`src/rtl/ifs_pkg.sv`:
```
package ifs_pkg;

   function automatic int cnt_bits(input int depth);
      return $clog2(depth + 1);
   endfunction

   function automatic int tid_bits(input int n);
      return (n > 1) ? $clog2(n) : 1;
   endfunction

   typedef enum logic [1:0] {
      WATCH_IDLE   = 2'd0,
      WATCH_ARMED  = 2'd1,
      WATCH_ASLEEP = 2'd2
   } watch_state_e;

endpackage

```
`src/rtl/ifs_inflight_ctr.sv`:
```
module ifs_inflight_ctr #(
   parameter int CNT_W = 4
) (
   input  logic             clk,
   input  logic             rst_n,
   input  logic             inc,
   input  logic             dec,
   input  logic             sq_en,
   input  logic [CNT_W-1:0] sq_amt,
   output logic [CNT_W-1:0] cnt
);
   localparam int WW = CNT_W + 1;

   logic [WW-1:0] up, down, nxt;

   always_comb begin
      up   = {1'b0, cnt} + WW'(inc);
      down = WW'(dec) + (sq_en ? {1'b0, sq_amt} : '0);
      nxt  = (up > down) ? (up - down) : '0;
   end

   always_ff @(posedge clk) begin
      if (!rst_n) cnt <= '0;
      else        cnt <= nxt[CNT_W-1:0];
   end
endmodule

```
`src/rtl/ifs_watch.sv`:
```
module ifs_watch #(
   parameter int ADDR_W = 16
) (
   input  logic              clk,
   input  logic              rst_n,
   input  logic              arm,
   input  logic [ADDR_W-1:0] arm_addr,
   input  logic              quiesce,
   input  logic              snoop_valid,
   input  logic [ADDR_W-1:0] snoop_addr,
   output logic              asleep
);
   import ifs_pkg::*;

   watch_state_e      state;
   logic [ADDR_W-1:0] addr_q;
   logic              hit;

   assign hit    = snoop_valid && (state != WATCH_IDLE) && (snoop_addr == addr_q);
   assign asleep = (state == WATCH_ASLEEP);

   always_ff @(posedge clk) begin
      if (!rst_n) begin
         state  <= WATCH_IDLE;
         addr_q <= '0;
      end else if (arm) begin
         state  <= WATCH_ARMED;
         addr_q <= arm_addr;
      end else if (hit) begin
         state  <= WATCH_IDLE;
      end else if (quiesce && state == WATCH_ARMED) begin
         state  <= WATCH_ASLEEP;
      end
   end
endmodule

```
`src/rtl/ifs_pick.sv`:
```
module ifs_pick #(
   parameter int NTHREADS = 4,
   parameter int CNT_W    = 4,
   parameter int TID_W    = 2
) (
   input  logic [NTHREADS-1:0]       elig,
   input  logic [NTHREADS*CNT_W-1:0] cnt_flat,
   output logic                      valid,
   output logic [TID_W-1:0]          tid
);
   logic [CNT_W-1:0] best;

   always_comb begin
      valid = 1'b0;
      tid   = '0;
      best  = '0;
      for (int i = 0; i < NTHREADS; i++) begin
         if (elig[i] && (!valid || cnt_flat[i*CNT_W +: CNT_W] < best)) begin
            valid = 1'b1;
            tid   = TID_W'(i);
            best  = cnt_flat[i*CNT_W +: CNT_W];
         end
      end
   end
endmodule

```
`src/rtl/icount_fetch_sel.sv`:
```
module icount_fetch_sel #(
   parameter int NTHREADS    = 4,
   parameter int QUEUE_DEPTH = 8,
   parameter int RESERVE     = 2,
   parameter int ADDR_W      = 16,
   localparam int CNT_W      = ifs_pkg::cnt_bits(QUEUE_DEPTH),
   localparam int TID_W      = ifs_pkg::tid_bits(NTHREADS)
) (
   input  logic                      clk,
   input  logic                      rst_n,
   input  logic [NTHREADS-1:0]       thread_en,
   input  logic [NTHREADS-1:0]       retire_vec,
   input  logic [NTHREADS-1:0]       squash_vec,
   input  logic [NTHREADS*CNT_W-1:0] squash_amt,
   input  logic                      arm_valid,
   input  logic [TID_W-1:0]          arm_tid,
   input  logic [ADDR_W-1:0]         arm_addr,
   input  logic [NTHREADS-1:0]       quiesce_vec,
   input  logic                      snoop_valid,
   input  logic [ADDR_W-1:0]         snoop_addr,
   output logic                      fetch_valid,
   output logic [TID_W-1:0]          fetch_tid,
   output logic [NTHREADS*CNT_W-1:0] inflight,
   output logic [NTHREADS-1:0]       asleep
);
   localparam int SHARE_CAP = QUEUE_DEPTH - RESERVE;

   initial begin
      assert (NTHREADS >= 2) else $error("NTHREADS must be at least 2");
      assert (QUEUE_DEPTH > RESERVE) else $error("RESERVE must be below QUEUE_DEPTH");
      assert (RESERVE >= 0) else $error("RESERVE must not be negative");
   end

   logic [CNT_W-1:0]    limit;
   logic [NTHREADS-1:0] elig;
   logic [NTHREADS-1:0] grant;

   generate
      if (RESERVE == 0) begin : g_nocap
         assign limit = CNT_W'(QUEUE_DEPTH);
      end else begin : g_cap
         logic shared;
         assign shared = ($countones(thread_en) > 1);
         assign limit  = shared ? CNT_W'(SHARE_CAP) : CNT_W'(QUEUE_DEPTH);
      end
   endgenerate

   for (genvar i = 0; i < NTHREADS; i++) begin : g_thr
      localparam logic [TID_W-1:0] MY_ID = TID_W'(i);

      assign grant[i] = fetch_valid && (fetch_tid == MY_ID);
      assign elig[i]  = thread_en[i] && !asleep[i] &&
                        (inflight[i*CNT_W +: CNT_W] < limit);

      ifs_inflight_ctr #(.CNT_W(CNT_W)) u_ctr (
         .clk    (clk),
         .rst_n  (rst_n),
         .inc    (grant[i]),
         .dec    (retire_vec[i]),
         .sq_en  (squash_vec[i]),
         .sq_amt (squash_amt[i*CNT_W +: CNT_W]),
         .cnt    (inflight[i*CNT_W +: CNT_W])
      );

      ifs_watch #(.ADDR_W(ADDR_W)) u_watch (
         .clk         (clk),
         .rst_n       (rst_n),
         .arm         (arm_valid && (arm_tid == MY_ID)),
         .arm_addr    (arm_addr),
         .quiesce     (quiesce_vec[i]),
         .snoop_valid (snoop_valid),
         .snoop_addr  (snoop_addr),
         .asleep      (asleep[i])
      );
   end

   ifs_pick #(.NTHREADS(NTHREADS), .CNT_W(CNT_W), .TID_W(TID_W)) u_pick (
      .elig     (elig),
      .cnt_flat (inflight),
      .valid    (fetch_valid),
      .tid      (fetch_tid)
   );
endmodule

```
`config.mk`:
```
export PLATFORM = sky130hd
export DESIGN_NAME = icount_fetch_sel
export DESIGN_NICKNAME = d
export VERILOG_FILES = /design/src/rtl/ifs_pkg.sv /design/src/rtl/ifs_inflight_ctr.sv /design/src/rtl/ifs_watch.sv /design/src/rtl/ifs_pick.sv /design/src/rtl/icount_fetch_sel.sv
export SDC_FILE = /design/constraint.sdc
export NUM_CORES = 1
export LEC_CHECK = 0
export BUFFER_PORTS_ARGS = -buffer_cell sky130_fd_sc_hd__buf_2
export CAP_MARGIN = 25
export CORE_ASPECT_RATIO = 1.25
export CORE_MARGIN = 1
export CORE_UTILIZATION = 45
export CTS_BUF_LIST = sky130_fd_sc_hd__clkbuf_2
export CTS_CLUSTER_SIZE = 40
export DETAILED_ROUTE_END_ITERATION = 8
export PLACE_DENSITY = 0.71
export SYNTH_ARGS = -nofsm -noshare
export SYNTH_HDL_FRONTEND = slang
export SYNTH_SLANG_ARGS = --single-unit
```
`constraint.sdc`:
```
create_clock -name clk -period 14.6 [get_ports clk]
set_input_delay 1.46 -clock clk [delete_from_list [all_inputs] [get_ports clk]]
set_output_delay 1.46 -clock clk [all_outputs]
set_load 0.01 [all_outputs]
```
# Yosys cells after proc, flatten, opt, wreduce, memory -nomap -nowiden
# Index checks and enable logic that the tools add are counted.
dict set report totals {
  input_bits 70
  out_inout_bits 23
  word_cells 148
  ff_bits 88
}
dict set report op_classes {
  bitwise 1
  n_eq_ne 18
  n_reduce_logical 59
  mux 27
  add_sub_neg 15
  order_cmp 12
}
# operator count
set ops {}
lappend ops {{== test 16 bit} 4}
lappend ops {{two-way mux 4 bit} 8}
lappend ops {{logical AND 1 bit} 31}
lappend ops {{less-than comparator 4 bit} 7}
lappend ops {{adder 1 x 4 -> 5 bit} 4}
lappend ops {{adder 4 x 1 -> 5 bit} 4}
lappend ops {{> comparator 5 bit} 4}
lappend ops {{two-way mux 1 bit} 17}
lappend ops {{== test 2 bit, second input constant} 8}
lappend ops {{subtractor 4 bit} 4}
lappend ops {{== test 2 x 1 -> 1 bit, second input constant} 6}
lappend ops {{nonzero test 3 bit} 4}
lappend ops {{OR reduction 3 bit} 4}
lappend ops {{AND reduction 2 bit} 4}
lappend ops {{nonzero test 2 bit} 4}
lappend ops {{zero test 1 bit} 7}
lappend ops {{adder 1 x 1 -> 2 bit} 2}
lappend ops {{zero test 2 bit} 2}
lappend ops {{two-way mux 2 bit} 2}
lappend ops {{adder 2 x 2 -> 3 bit} 1}
lappend ops {{> comparator 3 x 1 -> 1 bit, second input constant} 1}
lappend ops {{logical OR 1 bit} 3}
lappend ops {{NOT 1 bit} 1}

# Longest topological paths before layout
dict set report logic_depth {
  word_depth 24
  depth_mapped 37
  mapped_depth_nobuf 37
}

# By module
# A second synthesis with hierarchy kept.
dict set report unflattened {
  hier_cells 612
  area_unflattened_um2 5805.6
}
# mod cells_each area_each_um2 seq_area_each_um2 instances
set modules_own_cells {}
lappend modules_own_cells {ifs_watch 86 870.8 360.3 4}
lappend modules_own_cells {ifs_inflight_ctr 45 422.9 80.1 4}
lappend modules_own_cells {ifs_pick 64 480.5 0.0 1}
lappend modules_own_cells {icount_fetch_sel 24 150.1 0.0 1}

# Worst setup path before layout
# No wires, ideal clock.
dict set report synth_timing {
  path_kind {input to register}
  startpoint {input thread_en[0]}
  endpoint {register g_thr[0].u_ctr.cnt[3]}
  required_time_ns 14.479
  n_path_buf 0
  path_slack_ns 6.459
  path_stages 36
  setup_ns 0.121
  t_arrival_ns 8.020
  path_cell_list {inv_1 -> fa_1 -> nand2b_4 -> nand2_1 -> inv_1 -> ha_1 -> a21oi_1 -> a31o_1 -> a22o_2 -> nand2_1 -> ha_1 -> a21oi_1 -> o21a_1 -> o21a_1 -> a21oi_1 -> ha_1 -> o21a_1 -> o22ai_1 -> o21ai_0 -> o21a_1 -> mux2_1 -> ha_1 -> or2_2 -> a221oi_1 -> o41a_1 -> and3b_1 -> ha_1 -> ha_1 -> ha_1 -> nor2b_1 -> o21ai_0 -> a21oi_1 -> o21ai_0 -> nand2b_1 -> nand3_1 -> nor3_1}
}
dict set report synth_between {
  elab_chain_len 24
  word_cells_on_any_way 41
  cone_classes {4 x add/sub; 9 x order compare; 11 x mux; 17 x reduce/logical}
}
# item line_no
set synth_rtl {}
lappend synth_rtl {{start: declaration} icount_fetch_sel.sv:11} ;# input logic [NTHREADS-1:0] thread_en,
lappend synth_rtl {{adder 1 x 1 -> 2 bit (not written as such)} icount_fetch_sel.sv:43} ;# assign shared = ($countones(thread_en) > 1);
lappend synth_rtl {{adder 2 x 2 -> 3 bit (not written as such)} icount_fetch_sel.sv:43}
lappend synth_rtl {{> comparator 3 x 1 -> 1 bit} icount_fetch_sel.sv:43}
lappend synth_rtl {{two-way mux 4 bit} icount_fetch_sel.sv:44} ;# assign limit = shared ? CNT_W'(SHARE_CAP) : CNT_W'(QUEUE_DEPTH);
lappend synth_rtl {{less-than comparator 4 bit} icount_fetch_sel.sv:53} ;# (inflight[i*CNT_W +: CNT_W] < limit);
lappend synth_rtl {{logical AND 1 bit} icount_fetch_sel.sv:52} ;# assign elig[i] = thread_en[i] && !asleep[i] &&
lappend synth_rtl {{two-way mux 4 bit or two-way mux 1 bit (tied branches)} ifs_pick.sv:18} ;# if (elig[i] && (!valid || cnt_flat[i*CNT_W +: CNT_W] < best)) begin
lappend synth_rtl {{less-than comparator 4 bit or zero test 1 bit (tied branches)} ifs_pick.sv:18}
lappend synth_rtl {{(+8 left out)} --}
lappend synth_rtl {{logical OR 1 bit} ifs_pick.sv:18}
lappend synth_rtl {{logical AND 1 bit} ifs_pick.sv:18}
lappend synth_rtl {{two-way mux 2 bit} ifs_pick.sv:18}
lappend synth_rtl {{zero test 2 bit} icount_fetch_sel.sv:51} ;# assign grant[i] = fetch_valid && (fetch_tid == MY_ID);
lappend synth_rtl {{logical AND 1 bit (*)} icount_fetch_sel.sv:51}
lappend synth_rtl {{adder 4 x 1 -> 5 bit (*)} ifs_inflight_ctr.sv:17} ;# up = {1'b0, cnt} + WW'(inc);
lappend synth_rtl {{> comparator 5 bit} ifs_inflight_ctr.sv:19} ;# nxt = (up > down) ? (up - down) : '0;
lappend synth_rtl {{AND reduction 2 bit (no source line)} --}
lappend synth_rtl {{end signal: assignment} ifs_inflight_ctr.sv:24} ;# else cnt <= nxt[CNT_W-1:0];
lappend synth_rtl {{end: declaration} ifs_inflight_ctr.sv:10} ;# output logic [CNT_W-1:0] cnt
# Mark *: on every way between the ends. The rest lies on a longest branch, timed or not.
# A chain may end at the register's enable or synchronous reset.

# Worst setup path in the final report
dict set report layout_timing {
  startpoint {input thread_en[0]}
  endpoint {output fetch_tid[0]}
}
dict set report layout_between {
  elab_chain_len 19
  word_cells_on_any_way 34
  cone_classes {2 x add/sub; 8 x order compare; 10 x mux; 14 x reduce/logical}
}
# item line_no
set layout_rtl {}
lappend layout_rtl {{adder 1 x 1 -> 2 bit (not written as such)} icount_fetch_sel.sv:43}
lappend layout_rtl {{adder 2 x 2 -> 3 bit (not written as such)} icount_fetch_sel.sv:43}
lappend layout_rtl {{> comparator 3 x 1 -> 1 bit} icount_fetch_sel.sv:43}
lappend layout_rtl {{two-way mux 4 bit} icount_fetch_sel.sv:44}
lappend layout_rtl {{less-than comparator 4 bit} icount_fetch_sel.sv:53}
lappend layout_rtl {{logical AND 1 bit} icount_fetch_sel.sv:52}
lappend layout_rtl {{two-way mux 4 bit or two-way mux 1 bit (tied branches)} ifs_pick.sv:18}
lappend layout_rtl {{less-than comparator 4 bit or zero test 1 bit (tied branches)} ifs_pick.sv:18}
lappend layout_rtl {{(+3 left out)} --}
lappend layout_rtl {{less-than comparator 4 bit or zero test 1 bit (tied branches)} ifs_pick.sv:18}
lappend layout_rtl {{logical OR 1 bit} ifs_pick.sv:18}
lappend layout_rtl {{logical AND 1 bit} ifs_pick.sv:18}
lappend layout_rtl {{two-way mux 4 bit or two-way mux 1 bit (tied branches)} ifs_pick.sv:18}
lappend layout_rtl {{less-than comparator 4 bit or zero test 1 bit (tied branches)} ifs_pick.sv:18}
lappend layout_rtl {{logical OR 1 bit} ifs_pick.sv:18}
lappend layout_rtl {{logical AND 1 bit} ifs_pick.sv:18}
lappend layout_rtl {{two-way mux 2 bit (*)} ifs_pick.sv:18}
lappend layout_rtl {{end: declaration} icount_fetch_sel.sv:22} ;# output logic [TID_W-1:0] fetch_tid,
# Marks and branches as above.

==> summary.md <==
| Metric | Value |
|---|---|
| Outcome | `completed` |
| Filler instances | `1167` |
| # nets final | `907` |
| Dominant synthesized flop cell | `dfxtp_1` |
| First-pass GRT wire length | `23.67 mm` |
| Initial antenna violation count | `1` |
| Die area | `13240 um^2` |
| CP endpoint | `fetch_tid[0]` |
| Post-synth EDFFs | `0` |
| Internal power | `0.3810 mW` |
| Post-synthesis sequential area ratio | `0.3062` |
| Post-CTS sizing | `0` |
| TritonCTS clock tree | `done` |
| Maximum clock path buffer count | `2` |
| Mapped Nets | `828` |
| CTS Hold Buffers Added | `0` |
| Comb power frac | `0.380` |
| Max-Slew Margin vs Limit | `0.4467` |
| Iteration-0 DRC Markers | `187` |
| Post-route clock period utilization | `0.6009` |
| Synth Cell Area | `5753 um^2` |
| Clk sink count | `88` |
| Fmax | `114.0 MHz` |
| Kind of end point of the critical path | `primary output` |
| Postcts setup bufs | `0` |
| Crit path kind | `in -> out` |
| Worst clock skew | `0.04349 ns` |
| Flops & latches, synth | `88` |
| Distinct cell type count after synthesis | `54` |
| Final Setup Violations | `0` |
| Vias | `5182` |
| DRC Markers | `0` |
| N_diodes | `0` |
| Detailed Route WL | `14.52 mm` |
| Core Rows | `45` |
| H-tree depth | `3` |
| Commonest non-fill, non-tap cell in the layout | `nand2_1` |
| Dpl hpwl | `11.17 mm` |
| Wire per inst | `15.25 um` |
| DP Worst Slack | `5.482 ns` |
| CTS buffer count | `9` |
| Lkg Pwr | `2.819 nW` |
| Ports | `93` |
| Synth warn | `0` |
| Most frequent cells in the layout | `nand2_1 (153), buf_2 (92), dfxtp_1 (88)` |
| Reg-to-reg slack, setup | `7.49 ns` |
| Part of the power in the clock network | `0.184` |
| Crit Path Max Fanout | `8` |
| TritonRoute pass-1 iters | `5` |
| Clk pin slew, worst setup/hold paths | `0.24 ns` |
| Asr flop ratio synth | `0` |
| Port Buffers | `92` |
| Post-DRT Antenna Nets | `0` |
| Layout cells sized above 1 | `0.1586` |
| Crit path from | `thread_en[0]` |
| CTS root buffer | `clkbuf_2` |
| Sw Share | `0.3816` |
| Vias in the first global route | `5136` |
| FF-to-FF path depth | `31` |
| Chip height | `128.4 um` |
| Final worst setup slack | `5.827 ns` |
| Via-per-instance ratio | `5.443` |
| Syn avg cell area | `8.172 um^2` |
| Initial Util | `0.4666` |
| Worst path required time | `13.14 ns` |
| Hold crit path type | `reg -> reg` |
| Reg power frac | `0.436` |
| Max Slew Vio Count | `0` |
| GRT Resource Usage Total | `0.2295` |
| PD cells | `95.77 nW/um^2` |
| Gpl congestion | `0.8947` |
| Layout area overhead | `11.83%` |
| Startpoint Class | `input port` |
| Largest net degree at the start of global routing | `63` |
| Reg2reg end | `g_thr[0].u_ctr.cnt[3]` |
| Switching power | `0.2351 mW` |
| Die Wd | `103.1 um` |
| Fin. Hold Viols | `0` |
| Worst-skew pair later-pin latency | `0.55 ns` |
| Fin Setup TNS | `0 ns` |
| Worst Max-Slew Pin Slew | `0.8277 ns` |
| MaxCap Viol Count | `0` |
| Post-Synthesis Cells | `704` |
| Final min period | `8.773 ns` |
| Maximum VDD drop | `0.05872 mV` |
| Worst Path Arrival | `7.31 ns` |
| FF-to-FF Start | `g_thr[0].u_ctr.cnt[2]` |
| RSZ-0062 raised after global routing | `false` |
| Total gr overflow | `0` |
| Core region area | `12330 um^2` |
## how the worst min path moves through the flow
stage / start / end / slack [ns] / depth (start not counted)
after global routing: g_thr[1].u_watch.addr_q[8] / g_thr[1].u_watch.addr_q[8] / 0.52 / 2
after floorplan: g_thr[1].u_watch.addr_q[10] / g_thr[1].u_watch.addr_q[10] / 0.46 / 2
after CTS: g_thr[1].u_watch.addr_q[8] / g_thr[1].u_watch.addr_q[8] / 0.50 / 2
after global placement: g_thr[2].u_watch.addr_q[3] / g_thr[2].u_watch.addr_q[3] / 0.46 / 2
after detailed placement: g_thr[1].u_watch.addr_q[8] / g_thr[1].u_watch.addr_q[8] / 0.47 / 2
final: g_thr[1].u_watch.addr_q[8] / g_thr[1].u_watch.addr_q[8] / 0.49 / 2
## per-layer routing
metal | GRT usage | wire length, um | vias up | share of wire
li1 | - | - | 2551 | -
met1 | 0.2600 | 5964 | 2404 | 0.41
met2 | 0.4110 | 7180 | 180 | 0.49
met3 | 0.04671 | 887 | 45 | 0.061
met4 | 0.09942 | 464 | 2 | 0.032
met5 | 0 | 17 | - | 0.0012
## synth_stat cells, drive strengths merged (3+ instances only)
library cell | n | area share
nand2 | 153 | 0.10
a31oi | 3 | 0.0033
fa | 5 | 0.017
dfxtp | 88 | 0.31
nor3 | 9 | 0.0087
clkbuf | 23 | 0.015
o211ai | 3 | 0.0039
and2 | 13 | 0.014
o21a | 4 | 0.0052
nand4 | 11 | 0.012
ha | 49 | 0.11
nor4 | 11 | 0.012
buf | 5 | 0.0061
a21boi | 65 | 0.085
nand2b | 7 | 0.0089
nor2b | 7 | 0.0089
or2 | 3 | 0.0033
o21ai | 21 | 0.018
nor2 | 23 | 0.015
inv | 35 | 0.023
a21oi | 19 | 0.017
nand3 | 20 | 0.017
nor4b | 4 | 0.0061
xnor2 | 33 | 0.050
xor2 | 52 | 0.079
and3 | 10 | 0.011
## cell type report
| class | instances | area [um^2] | share of cell area |
|---|---|---|---|
| Tap cell | 164 | 205.2 | 0.03189 |
| Inverter | 35 | 131.4 | 0.02042 |
| Clock buffer | 10 | 50.05 | 0.007779 |
| Sequential cell | 88 | 1762 | 0.2738 |
| Multi-Input combinational cell | 553 | 3744 | 0.5819 |
| Timing Repair Buffer | 96 | 490.5 | 0.07623 |
| Clock inverter | 6 | 51.30 | 0.007974 |
## flip-flops by register name, summed over array words and instances, names as in the netlist
signal and count:
g_thr.u_watch.addr_q 64, g_thr.u_ctr.cnt 16, g_thr.u_watch.state 8
## power groups by stage
stage,sequential [mW],clock (mW),combinational (mW)
2_1_floorplan,0.272,0,0.161
3_3_place_gp,0.273,0,0.218
3_5_place_dp,0.273,0,0.232
4_1_cts,0.269,0.119,0.233
5_1_grt,0.271,0.130,0.264
6_report,0.269,0.113,0.234
## kinds of logic after synthesis
| logic type | share of synthesized area |
|---|---|
| buffers and inverters | 0.04393 |
| adder cells (fa/ha/maj) | 0.1240 |
| XOR/XNOR | 0.1294 |
| AO/OA/AOI/OAI | 0.1679 |
| flip-flops | 0.3062 |
| multiplexers | 0.003914 |
| AND/OR/NAND/NOR | 0.2247 |
## critical path, stage by stage
cell and delay [ns]:
buf_2 0.09, inv_1 0.06, fa_1 0.57, nand2b_4 0.17, nand2_1 0.08, inv_1 0.15
ha_1 0.27, a21oi_1 0.13, a31o_1 0.13, a22o_2 0.22, nand2_1 0.08, ha_1 0.30
a21oi_1 0.16, o21a_1 0.20, o21a_1 0.26, a21oi_1 0.13, ha_1 0.33, o21a_1 0.17
o22ai_1 0.11, o21ai_0 0.26, o21a_1 0.32, mux2_1 0.37, ha_1 0.21, or2_2 0.28
a221oi_1 0.25, o41a_1 0.29, a21o_1 0.13, buf_2 0.13
## through the flow
stage          utilization  hold slack, ns  power, mW  area (um^2)  cells
3_5_place_dp        0.5135          0.4690     0.5057         6332    936
3_3_place_gp        0.5135          0.4627     0.4904         6332    936
5_1_grt             0.5218          0.5168     0.6653         6434    952
6_report            0.5218          0.4929     0.6161         6434    952
4_1_cts             0.5218          0.4952     0.6213         6434    952
2_1_floorplan            -          0.4553     0.4323         5753    704
(Power assumes the default switching activity.)
